[src/rtl/sfps_pkg.sv]
package sfps_pkg;
    typedef enum logic [2:0] {
        ST_READ,
        ST_STATUS,
        ST_WORD_ARM,
        ST_STREAM,
        ST_PULSE,
        ST_VERIFY,
        ST_STREAM_END
    } sfps_state_e;

    localparam logic [7:0] CMD_WORD     = 8'h40;
    localparam logic [7:0] CMD_WORD_ALT = 8'h10;
    localparam logic [7:0] CMD_STREAM   = 8'h30;
    localparam logic [7:0] CMD_STATUS   = 8'h70;
    localparam logic [7:0] CMD_ARRAY    = 8'hFF;

    localparam int SB_READY = 7;
    localparam int SB_PERR  = 4;
    localparam int SB_SERR  = 3;
    localparam int SB_BUSY  = 1;
endpackage

[src/rtl/sfps_pulse_timer.sv]
module sfps_pulse_timer #(
    parameter int CYC = 8
) (
    input  logic clk,
    input  logic rst_n,
    input  logic run,
    output logic done
);
    localparam int CW = (CYC > 1) ? $clog2(CYC) : 1;

    logic [CW-1:0] cnt_q;

    assign done = run && (cnt_q == CW'(CYC - 1));

    always_ff @(posedge clk) begin
        if (!rst_n)
            cnt_q <= '0;
        else if (run && !done)
            cnt_q <= cnt_q + CW'(1);
        else
            cnt_q <= '0;
    end

    AST_PULSE_BOUND: assert property (@(posedge clk) disable iff (!rst_n)
        32'(cnt_q) < CYC);
endmodule

[src/rtl/sfps_addr_gen.sv]
module sfps_addr_gen #(
    parameter int AW    = 8,
    parameter int BLK_W = 3
) (
    input  logic          clk,
    input  logic          rst_n,
    input  logic          load,
    input  logic [AW-1:0] load_addr,
    input  logic          inc,
    output logic [AW-1:0] addr,
    output logic          last
);
    logic [AW-1:0] addr_q;

    assign addr = addr_q;
    assign last = &addr_q[BLK_W-1:0];

    always_ff @(posedge clk) begin
        if (!rst_n)
            addr_q <= '0;
        else if (load)
            addr_q <= load_addr;
        else if (inc)
            addr_q <= addr_q + AW'(1);
    end

    AST_STAY_IN_BLOCK: assert property (@(posedge clk) disable iff (!rst_n)
        inc |=> addr_q[AW-1:BLK_W] == $past(addr_q[AW-1:BLK_W]));
endmodule

[src/rtl/sfps_top.sv]
module sfps_top
    import sfps_pkg::*;
#(
    parameter int AW        = 8,
    parameter int DW        = 16,
    parameter int BLK_W     = 3,
    parameter int PULSE_CYC = 8,
    parameter int MAX_TRY   = 4
) (
    input  logic          clk,
    input  logic          rst_n,
    input  logic          bus_wr,
    input  logic [AW-1:0] bus_addr,
    input  logic [DW-1:0] bus_wdata,
    output logic [DW-1:0] bus_rdata,
    output logic [AW-1:0] arr_addr,
    output logic [DW-1:0] arr_wdata,
    output logic          arr_we,
    input  logic [DW-1:0] arr_rdata
);
    localparam int TW = (MAX_TRY > 1) ? $clog2(MAX_TRY) : 1;

    sfps_state_e   state_q, state_d;
    logic          stream_q, stream_d;
    logic [TW-1:0] tries_q, tries_d;
    logic [DW-1:0] data_q;
    logic          perr_q, serr_q, busy_q;

    logic          gen_load, gen_inc, cap, clr, set_perr, set_serr, set_busy;
    logic [AW-1:0] cur_addr;
    logic          at_last, pulse_done, ready, same_blk, verify_ok;
    logic [7:0]    cmd, status;

    sfps_addr_gen #(.AW(AW), .BLK_W(BLK_W)) u_addr (
        .clk(clk), .rst_n(rst_n), .load(gen_load), .load_addr(bus_addr),
        .inc(gen_inc), .addr(cur_addr), .last(at_last)
    );

    sfps_pulse_timer #(.CYC(PULSE_CYC)) u_timer (
        .clk(clk), .rst_n(rst_n), .run(state_q == ST_PULSE), .done(pulse_done)
    );

    assign cmd       = bus_wdata[7:0];
    assign ready     = !(state_q == ST_PULSE || state_q == ST_VERIFY);
    assign same_blk  = bus_addr[AW-1:BLK_W] == cur_addr[AW-1:BLK_W];
    assign verify_ok = arr_rdata == data_q;
    assign status    = {ready, 2'b00, perr_q, serr_q, 1'b0, busy_q, 1'b0};

    always_comb begin
        state_d  = state_q;
        stream_d = stream_q;
        tries_d  = tries_q;
        gen_load = 1'b0;
        gen_inc  = 1'b0;
        cap      = 1'b0;
        clr      = 1'b0;
        set_perr = 1'b0;
        set_serr = 1'b0;
        set_busy = 1'b0;
        unique case (state_q)
            ST_READ, ST_STATUS: begin
                if (bus_wr) begin
                    case (cmd)
                        CMD_ARRAY:  state_d = ST_READ;
                        CMD_STATUS: state_d = ST_STATUS;
                        CMD_WORD, CMD_WORD_ALT: begin
                            state_d = ST_WORD_ARM;
                            clr     = 1'b1;
                        end
                        CMD_STREAM: begin
                            state_d  = ST_STREAM;
                            clr      = 1'b1;
                            gen_load = 1'b1;
                        end
                        default: ;
                    endcase
                end
            end
            ST_WORD_ARM: begin
                if (bus_wr) begin
                    gen_load = 1'b1;
                    cap      = 1'b1;
                    stream_d = 1'b0;
                    tries_d  = '0;
                    state_d  = ST_PULSE;
                end
            end
            ST_STREAM: begin
                if (bus_wr) begin
                    if (same_blk) begin
                        cap      = 1'b1;
                        stream_d = 1'b1;
                        tries_d  = '0;
                        state_d  = ST_PULSE;
                    end else begin
                        state_d = ST_READ;
                    end
                end
            end
            ST_PULSE: begin
                set_busy = bus_wr;
                if (pulse_done)
                    state_d = ST_VERIFY;
            end
            ST_VERIFY: begin
                set_busy = bus_wr;
                if (verify_ok) begin
                    if (!stream_q)
                        state_d = ST_STATUS;
                    else if (at_last)
                        state_d = ST_STREAM_END;
                    else begin
                        gen_inc = 1'b1;
                        state_d = ST_STREAM;
                    end
                end else if (tries_q == TW'(MAX_TRY - 1)) begin
                    set_perr = 1'b1;
                    state_d  = ST_STATUS;
                end else begin
                    tries_d = tries_q + TW'(1);
                    state_d = ST_PULSE;
                end
            end
            ST_STREAM_END: begin
                if (bus_wr) begin
                    if (same_blk)
                        set_serr = 1'b1;
                    else
                        state_d = ST_READ;
                end
            end
            default: state_d = ST_READ;
        endcase
    end

    always_ff @(posedge clk) begin
        if (!rst_n) begin
            state_q  <= ST_READ;
            stream_q <= 1'b0;
            tries_q  <= '0;
            data_q   <= '0;
            perr_q   <= 1'b0;
            serr_q   <= 1'b0;
            busy_q   <= 1'b0;
        end else begin
            state_q  <= state_d;
            stream_q <= stream_d;
            tries_q  <= tries_d;
            if (cap)
                data_q <= bus_wdata;
            perr_q <= clr ? 1'b0 : (perr_q | set_perr);
            serr_q <= clr ? 1'b0 : (serr_q | set_serr);
            busy_q <= clr ? 1'b0 : (busy_q | set_busy);
        end
    end

    always_comb begin
        arr_we    = state_q == ST_PULSE;
        arr_wdata = data_q;
        arr_addr  = (state_q == ST_READ) ? bus_addr : cur_addr;
        bus_rdata = (state_q == ST_READ) ? arr_rdata : DW'(status);
    end

    AST_VERIFY_AFTER_PULSE: assert property (@(posedge clk) disable iff (!rst_n)
        $fell(arr_we) |-> state_q == ST_VERIFY);
    AST_PERR_ON_LAST_TRY: assert property (@(posedge clk) disable iff (!rst_n)
        $rose(perr_q) |-> ($past(state_q) == ST_VERIFY && $past(tries_q) == TW'(MAX_TRY - 1)));
    AST_BUSY_FLAGGED: assert property (@(posedge clk) disable iff (!rst_n)
        (bus_wr && !ready) |=> bus_rdata[SB_BUSY]);
    AST_BUSY_DATA_HELD: assert property (@(posedge clk) disable iff (!rst_n)
        (bus_wr && !ready) |=> $stable(arr_wdata));
endmodule

[config.mk]
export PLATFORM = sky130hd
export DESIGN_NAME = sfps_top
export DESIGN_NICKNAME = d
export VERILOG_FILES = /design/src/rtl/sfps_pkg.sv /design/src/rtl/sfps_pulse_timer.sv /design/src/rtl/sfps_addr_gen.sv /design/src/rtl/sfps_top.sv
export SDC_FILE = /design/constraint.sdc
export NUM_CORES = 1
export LEC_CHECK = 0
export BUFFER_PORTS_ARGS = -buffer_cell sky130_fd_sc_hd__buf_2
export CAP_MARGIN = 20
export CORE_MARGIN = 2
export CORE_UTILIZATION = 43
export DETAILED_ROUTE_END_ITERATION = 10
export GPL_TIMING_DRIVEN = 0
export HOLD_SLACK_MARGIN = 0.02
export PLACE_DENSITY = 0.71
export SLEW_MARGIN = 20
export SYNTH_ARGS = -nofsm -noshare
export SYNTH_HDL_FRONTEND = slang
export SYNTH_SLANG_ARGS = --single-unit
[constraint.sdc]
create_clock -name clk -period 5.6 [get_ports clk]
set_clock_uncertainty 0.1 [all_clocks]
set_input_delay 0.56 -clock clk [delete_from_list [all_inputs] [get_ports clk]]
set_output_delay 0.56 -clock clk [all_outputs]
set_load 0.02 [all_outputs]
==> impl_metrics.csv, run 1 <==
group,metric,value,unit
routing,via_count,2549,
critical_path,worstPathRequired,4940,ps
power,power_leakage,1.29,nW
routing,wl,6.72,mm
routing,drcViolationCount,0,
logic_synthesis,yosysTopAreaCellShare,0.311,
timing,fin_crit,3430,ps
clock_network,htreeDepth,2,
worst_hold_path,hold_depth,1,
layout,multiInputGateArea,1510,µm²
die,initial_utilization,0.451,
critical_path,critPathTopFamily,"buffers and inverters",
logic_synthesis,async_flop_share,0,
global_routing,grt_pass1_wl,10.7,mm
logic_synthesis,synthDistinctLibCells,52,
clock_network,ctsResizeCount,0,
clock_network,clock_latency,300,ps
clock_network,post_cts_buffers,0,
timing,rsz0062_at_grt,"false",
critical_path,rr_startpoint,"u_addr.addr[3]",
clock_network,path_clk_slew,80,ps
run,drv_cap,0,
routing,drt_pass1_iterations,5,
die,die_w,77.4,µm
timing,worst_slew_pin_slew,822,ps
timing,finalSetupViolCount,0,
clock_network,cts_buffer_depth,2,
timing,clock.fmax,0.291,GHz
timing,timing.final.hold_violations,0,
routing,drt-initial-drc-count,167,
logic_synthesis,ys_top_cells_by_area,"dfxtp_1, nand3_1, xor2_1",
timing,slew_viol_final,0,
placed_design,place_congestion,0.913,
power,ir_drop,117,µV
critical_path,cp_common_cell,"clkbuf_1",
logic_synthesis,ys_ff_latch,36,
die,num_rows,26,
logic_synthesis,synth_edf_count,0,
layout,diodes,0,
die,die_h,77.4,µm
clock_network,cts_hold_buf,0,
global_routing,grt-ovfl-total,0,
critical_path,critical_path_buf_inv_count,3,
global_routing,grt_max_degree,13,
die,core_area,5140,µm²
layout,layout.nets,427,
timing,relSlewSlack,0.448,
routing,ant_nets,0,
worst_hold_path,hold_class,"register to register",
placed_design,place_area,2820,µm²
logic_synthesis,synth_top_area_cell,"dfxtp_1",
critical_path,cp_slowest_cell,"nor3_1",
clock_network,cts_tree,"yes",
power,power_density,220,nW/µm²
timing,setup_ws,2170,ps
clock_network,clock-sinks,36,
die,ios,84,
global_routing,antenna_found_initial,0,
logic_synthesis,synth_area,2320,µm²
worst_hold_path,hold_start,"u_timer.cnt_q[0]",
layout,seq_area,721,µm²
clock_network,clock-root-buffer,"clkbuf_8",
placed_design,io_buffers,83,
critical_path,slowest_delay,730,ps
critical_path,ff2ff_path_depth,7,
layout,fillers,498,
logic_synthesis,ys_seq_area_frac,0.311,
die,die_area,5990,µm²
logic_synthesis,syn-num-nets,337,
critical_path,critPathKind,"register to primary output",
clock_network,tritoncts.num_buffers,5,
timing,fin_setup_tns,0,ps
global_routing,grt_pass1_vias,2269,
logic_synthesis,syn_inst,289,
placed_design,hpwl,4.98,mm
logic_synthesis,synthFlopType,"dfxtp_1",
global_routing,grt.total_usage,0.222,
critical_path,start_kind,"register",
worst_hold_path,min_to,"u_timer.cnt_q[0]",
logic_synthesis,synth_area_per_cell,8.01,µm²
layout,area_growth,28.6,%
layout,drive_gt1_frac,0.297,
critical_path,path_max_fanout,10,
critical_path,endpoint_kind,"primary output",
logic_synthesis,yosysWarnings,0,
outcome,status,"finished clean",
timing,post-route-period-util,0.613,
critical_path,crit_arrival,2770,ps
critical_path,path_cells,"clkbuf_1, nor3_1, clkbuf_1, mux2_1, buf_2",
layout,final_cell_area,2980,µm²
routing,via_per_inst,5.66,
critical_path,r2r-end,"arr_wdata[5]",
placed_design,detailedPlace.worstSlack,2490,ps
critical_path,reg2reg_slack,3350,ps
routing,drt-wirelength-per-cell,14.9,µm
## logic make-up (layout without fill, tap and decap cells)
kind of cell | Yosys count | count (layout) | synth area share
and+or+nand+nor | 123 | 123 | 0.294
xor gates and xnor gates | 22 | 22 | 0.0832
buffers and inverters | 21 | 112 | 0.0378
DFF | 36 | 36 | 0.311
adders and majority gates | 5 | 5 | 0.0270
AOI/OAI and AO/OA | 69 | 69 | 0.184
muxes | 13 | 13 | 0.0621
## final cells by class
| type | instances | area share |
|---|---|---|
| Inverter | 4 | 0.00504 |
| Sequential cell | 36 | 0.242 |
| Clock inverter | 3 | 0.0303 |
| Tap cell | 70 | 0.0294 |
| Buffer | 17 | 0.0244 |
| Clock buffer | 5 | 0.0231 |
| Multi-Input combinational cell | 232 | 0.506 |
| Timing Repair Buffer | 83 | 0.139 |
## worst max-delay path by stage
stage / start / to / slack, ps / cells after the start
after floorplan: state_q[2] / bus_rdata[1] / 3240 / 4
after CTS: state_q[2] / bus_rdata[3] / 2150 / 5
after global placement: state_q[2] / bus_rdata[3] / 2520 / 5
after detailed placement: state_q[2] / bus_rdata[3] / 2490 / 5
after global routing: state_q[2] / arr_addr[6] / 2040 / 5
final: state_q[2] / bus_rdata[3] / 2170 / 5
## Yosys cell counts (all sizes together), types with 2 or more instances
| cell type | n |
|---|---|
| dfxtp | 36 |
| nand3 | 28 |
| o21ai | 23 |
| nand2 | 22 |
| a21oi | 21 |
| nor2 | 17 |
| xor2 | 16 |
| and2 | 15 |
| mux2 | 11 |
| clkbuf | 10 |
| buf | 7 |
| nand4 | 7 |
| nor3 | 6 |
| nor4 | 6 |
| xnor2 | 6 |
| ha | 5 |
| inv | 4 |
| nand2b | 4 |
| o211ai | 4 |
| o311ai | 4 |
| a31oi | 3 |
| and3 | 3 |
| nand4b | 3 |
| mux2i | 2 |
| nand3b | 2 |
| o22ai | 2 |
| or4 | 2 |
## placed cells by master, fill, tap and decap left out, types with 3 or more instances in the layout
master,synthesis,routed
buf_2,7,90
dfxtp_1,36,36
nand3_1,28,28
nand2_1,22,22
a21oi_1,21,21
nor2_1,17,17
xor2_1,16,16
and2_1,15,15
o21ai_1,15,15
clkbuf_1,10,10
mux2_2,8,8
o21ai_0,8,8
nand4_1,7,7
nor3_1,6,6
xnor2_1,6,6
nor4_1,5,5
ha_1,5,5
clkbuf_8,0,5
nand2b_1,4,4
inv_1,4,4
o211ai_1,4,4
mux2_1,3,3
and3_1,3,3
a31oi_1,3,3
nand4b_1,3,3
bufinv_16,0,3
## registers in the layout (all words and copies together), names as in the netlist
signal	cells
u_timer.cnt_q	3
stream_q	1
state_q	3
perr_q	1
tries_q	2
arr_wdata	16
busy_q	1
serr_q	1
u_addr.addr	8
## report_power, final
| part | switching [mW] | internal [mW] | leakage, nW |
|---|---|---|---|
| Combinational | 0.0433 | 0.0303 | 0.920 |
| Clock | 0.102 | 0.223 | 0.0784 |
| Sequential | 0.000130 | 0.256 | 0.290 |
## stage by stage
step / total power [mW] / hold WS, ps / std cells / utilization
2_1_floorplan: 0.300 / 298 / 289 / -
3_3_place_gp: 0.334 / 315 / 442 / 0.548
3_5_place_dp: 0.335 / 310 / 442 / 0.548
4_1_cts: 0.657 / 322 / 450 / 0.579
5_1_grt: 0.674 / 328 / 450 / 0.579
6_report: 0.654 / 321 / 450 / 0.579
## metal layers
layer | global-route usage | vias to the layer above | wire, µm
met5 | 0 | - | 0
li1 | - | 1235 | -
met2 | 0.368 | 87 | 3280
met4 | 0.0518 | 0 | 41
met1 | 0.295 | 1222 | 2990
met3 | 0.0512 | 5 | 413
Power figures use the tool's default switching activity.
==> inputs of run 2 (changes only) <==
Clock period 5.6 ns to 3.2 ns, I/O delays scaled along.
==> run 2 against run 1 <==
- register-to-register slack worse by 2400 ps
- sequential cell count unchanged
- clock-buffer cell count is the same
- hold slack worse by 170 ps
- non-clock buffer count stayed put
- combinational power is 75% higher
- first-iteration DRC count increased by 29%
- sequential share of layout area is essentially flat
- worst setup slack worse by 1900 ps
- critical endpoint unchanged
==> impl_metrics.csv, run 2 (synthesis results as in run 1) <==
group,metric,value,unit
power,power,1.15,mW
layout,largest_reg_flops,16,
clock_network,path_clk_slew,80,ps
global_routing,grt_pass1_vias,2263,
power,power_density,384,nW/µm²
die,core_area,5140,µm²
power,pwr-share-comb,0.112,
outcome,status,"finished clean",
placed_design,io_buffers,83,
timing,fin_crit,2980,ps
clock_network,htreeDepth,2,
die,die_h,77.4,µm
layout,fillers,498,
routing,via_per_inst,5.72,
timing,post-route-period-util,0.930,
critical_path,endpoint_kind,"primary output",
power,seqPwrFrac,0.391,
critical_path,start_kind,"register",
die,initial_utilization,0.451,
routing,wl,6.76,mm
timing,fin_setup_tns,0,ps
placed_design,hpwl,4.98,mm
layout,final_common_cell,"buf_2",
die,die_w,77.4,µm
routing,drt-initial-drc-count,216,
routing,ant_nets,0,
clock_network,cts_buffer_depth,2,
layout,area_growth,28.8,%
layout,final_cell_mix,"buf_2, dfxtp_1, nand3_1, nand2_1, a21oi_1",
run,drv_cap,0,
power,clockPowerShare,0.497,
clock_network,cts_tree,"yes",
critical_path,worstPathRequired,2780,ps
global_routing,grt.total_usage,0.222,
worst_hold_path,hold_class,"input port to register",
clock_network,clock-sinks,36,
routing,via_count,2572,
global_routing,antenna_found_initial,0,
critical_path,crit_arrival,2560,ps
global_routing,grt_max_degree,13,
timing,relSlewSlack,0.534,
global_routing,grt-ovfl-total,0,
layout,post-route-util,0.580,
critical_path,critPathKind,"register to primary output",
clock_network,tritoncts.num_buffers,5,
layout,layout.nets,427,
die,die_area,5990,µm²
power,internal-power,891,µW
routing,drt-wirelength-per-cell,15.0,µm
routing,drt_pass1_iterations,7,
layout,diodes,0,
die,num_rows,26,
clock_network,clock-root-buffer,"clkbuf_8",
clock_network,clock_latency,300,ps
global_routing,grt_pass1_wl,10.7,mm
timing,rsz0062_at_grt,"false",
timing,timing.final.hold_violations,0,
timing,worst_slew_pin_slew,698,ps
power,power_leakage,1.29,nW
die,ios,84,
routing,drcViolationCount,0,
timing,finalSetupViolCount,0,
power,switching_power,255,µW
timing,clock.fmax,0.336,GHz
power,ir_drop,206,µV
critical_path,path_max_fanout,10,
power,swShare,0.223,
timing,whs,155,ps
layout,drive_gt1_frac,0.300,
placed_design,place_congestion,0.913,
timing,slew_viol_final,0,
## run 2: final timing paths
kind / start / end / slack [ps] / cells after the start
worst max-delay path: state_q[2] / bus_rdata[3] / 220 / 5
worst min register to register: u_timer.cnt_q[0] / u_timer.cnt_q[0] / 320 / 1
worst min-delay path: bus_addr[1] / u_addr.addr[1] / 160 / 3
worst max register to register: u_addr.addr[3] / arr_wdata[2] / 940 / 7
## run 2: critical path, stage by stage (launching register included)
cell      delay [ps]
dfxtp_1          350
clkbuf_1         250
nor3_2           490
clkbuf_1         590
mux2_1           400
buf_2            170
## run 2: cell type report
| cell class | count | area [µm²] | share of cell area |
|---|---|---|---|
| Clock buffer | 5 | 68.8 | 0.0231 |
| Tap cell | 70 | 87.6 | 0.0294 |
| Inverter | 4 | 15.0 | 0.00503 |
| Multi-Input combinational cell | 232 | 1510 | 0.507 |
| Clock inverter | 3 | 90.1 | 0.0302 |
| Sequential cell | 36 | 721 | 0.242 |
| Buffer | 17 | 72.6 | 0.0243 |
| Timing Repair Buffer | 83 | 415 | 0.139 |
## run 2: per-layer routing
layer	wire (µm)	track usage
met3	448	0.0512
met2	3250	0.368
met5	0	0
met4	40	0.0536
met1	3020	0.294
## run 2: power groups by stage
| stage | clock network (mW) | logic [mW] | registers (mW) |
|---|---|---|---|
| floorplan | 0 | 0.0672 | 0.458 |
| CTS | 0.573 | 0.128 | 0.448 |
| global placement | 0 | 0.126 | 0.458 |
| detailed placement | 0 | 0.128 | 0.458 |
| global route | 0.593 | 0.139 | 0.448 |
| finish | 0.569 | 0.129 | 0.448 |
## run 2: repair_timing
| action | 4_1_cts | 5_1_grt |
|---|---|---|
| gates resized for setup | 1 | 0 |
| endpoints found under the hold margin | 0 | 0 |
| setup endpoints to repair | 1 | 0 |
| buffers inserted | 0 | 0 |
| hold buffers | 0 | 0 |
## run 2: per-stage QoR
stage          setup WS (ps)  instances  area [µm²]
6_report                 224        450        2980
5_1_grt                  142        450        2980
4_1_cts                  229        450        2980
3_5_place_dp             334        442        2820
3_3_place_gp             357        442        2820
2_1_floorplan           1080        289        2320
==> inputs of run 3 (changes only) <==
Settings changed: CTS_BUF_LIST set to sky130_fd_sc_hd__clkbuf_4.
==> run 3 against run 2 <==
- clock power is 14% lower
- maximum frequency is 2.0% lower
- hold slack worse by 69 ps
- design area is 1.0% lower
- sequential share of layout area is 0.26 points higher
- register-to-register slack got worse by 20 ps
- via count down 1.7%
- worst setup slack got worse by 60 ps
- die area unchanged
- non-clock buffer count did not move
- combinational power is essentially flat
- cell count is the same
- critical endpoint unchanged
==> impl_metrics.csv, run 3 (synthesis results as in run 1) <==
group,metric,value,unit
outcome,status,"finished clean",
timing,finalSetupViolCount,0,
clock_network,htreeDepth,2,
layout,final_cells,450,
timing,relSlewSlack,0.531,
layout,area_growth,27.4,%
worst_hold_path,hold_start,"bus_wdata[9]",
die,core_area,5140,µm²
clock_network,clock-root-buffer,"clkbuf_4",
routing,drt-initial-drc-count,181,
clock_network,post_cts_buffers,0,
die,initial_utilization,0.451,
critical_path,path_cells,"clkbuf_1, nor3_2, clkbuf_1, mux2_1, buf_2",
die,die_w,77.4,µm
layout,final_common_cell,"buf_2",
timing,clock.fmax,0.329,GHz
timing,fin_crit,3040,ps
critical_path,critical_path_buf_inv_count,3,
worst_hold_path,hold_depth,3,
worst_hold_path,hold_class,"input port to register",
layout,diodes,0,
clock_network,cts_tree,"yes",
clock_network,path_clk_slew,130,ps
layout,fillers,506,
global_routing,grt_pass1_wl,10.6,mm
power,power_leakage,1.28,nW
die,die_h,77.4,µm
critical_path,reg2reg_slack,920,ps
timing,worst_slew_pin_slew,704,ps
routing,drt-wirelength-per-cell,14.9,µm
placed_design,hpwl,4.98,mm
critical_path,r2r-end,"u_addr.addr[4]",
placed_design,place_area,2820,µm²
critical_path,slowest_delay,600,ps
critical_path,start_kind,"register",
routing,drcViolationCount,0,
layout,final_cell_area,2950,µm²
timing,slew_viol_final,0,
critical_path,cp_common_cell,"clkbuf_1",
clock_network,clock-sinks,36,
global_routing,grt_pass1_vias,2255,
timing,post-route-period-util,0.949,
placed_design,io_buffers,83,
clock_network,tritoncts.num_buffers,5,
global_routing,grt-ovfl-total,0,
die,num_rows,26,
timing,timing.final.hold_violations,0,
global_routing,grt.total_usage,0.220,
clock_network,clock_latency,370,ps
layout,final_cell_mix,"buf_2, dfxtp_1, nand3_1, nand2_1, a21oi_1",
layout,largest_reg_flops,16,
layout,drive_gt1_frac,0.300,
critical_path,path_max_fanout,10,
global_routing,antenna_found_initial,0,
critical_path,endpoint_kind,"primary output",
routing,via_per_inst,5.62,
critical_path,worstPathRequired,2780,ps
clock_network,cts_buffer_depth,2,
placed_design,place_congestion,0.913,
placed_design,placed_cells_incl_taps,442,
run,drv_cap,0,
routing,ant_nets,0,
critical_path,crit_arrival,2620,ps
timing,rsz0062_at_grt,"false",
power,ir_drop,186,µV
routing,wl,6.69,mm
die,die_area,5990,µm²
critical_path,ff2ff_path_depth,5,
clock_network,cts_hold_buf,0,
timing,fin_setup_tns,0,ps
routing,via_count,2527,
critical_path,cp_slowest_cell,"clkbuf_1",
critical_path,critPathTopFamily,"buffers and inverters",
layout,layout.nets,427,
worst_hold_path,min_to,"arr_wdata[9]",
critical_path,critPathKind,"register to primary output",
die,ios,84,
routing,drt_pass1_iterations,4,
global_routing,grt_max_degree,13,
power,power_density,362,nW/µm²
critical_path,rr_startpoint,"arr_wdata[9]",
## run 3: cell counts in the layout (fill, tap and decap cells not counted)
No cell type changed its count.
## run 3: timing repair
| item | in CTS | in global routing |
|---|---|---|
| endpoints found under the setup margin | 8 | 0 |
| hold endpoints to repair | 0 | 0 |
| gates resized for setup | 1 | 0 |
## run 3: worst reg2reg max path, cell delays in order (launching register included)
cell and delay, ps:
dfxtp_1 350, xor2_1 170, nor4_1 440, nand4_1 480, o311ai_0 500, nand3_1 120
## run 3: routing by layer
metal | routed length [µm] | up-vias | share of wire | GRT usage
met2 | 3130 | 95 | 0.47 | 0.357
li1 | - | 1245 | - | -
met4 | 109 | 0 | 0.016 | 0.0714
met5 | 0 | - | 0 | 0
met1 | 3040 | 1175 | 0.45 | 0.290
met3 | 420 | 12 | 0.063 | 0.0512
## run 3: worst max-delay path by stage
stage	slack, ps	endpoint	cells after the start	from
3_5_place_dp	330	bus_rdata[3]	5	state_q[2]
4_1_cts	160	bus_rdata[3]	5	state_q[2]
6_report	160	bus_rdata[3]	5	state_q[2]
2_1_floorplan	1080	bus_rdata[1]	4	state_q[2]
3_3_place_gp	360	bus_rdata[3]	5	state_q[2]
5_1_grt	60	arr_addr[6]	5	state_q[2]
## run 3: per-stage QoR
step	util	power, mW	hold slack (ps)	setup WS [ps]
finish	0.574	1.07	86.0	164
global route	0.574	1.11	76.4	56.0
CTS	0.574	1.07	81.0	163
detailed placement	0.548	0.586	310	334
global placement	0.548	0.585	315	357
floorplan	-	0.526	298	1080
## run 3: power breakdown
part	internal (mW)	switching [mW]	leakage, nW
clock network	0.322	0.169	0.0654
registers	0.448	0.000232	0.290
logic	0.0530	0.0758	0.921
total	0.823	0.245	1.28
## run 3: layout make-up
cell class                 instances  area, µm²  share of cell area
clock buffer                       5       37.5              0.0127
timing repair buffer              83        415               0.141
clock inverter                     3       90.1              0.0305
sequential                        36        721               0.244
buffer                            17       72.6              0.0246
inverter                           4       15.0             0.00509
tap                               70       87.6              0.0297
multi-input combinational        232       1510               0.513
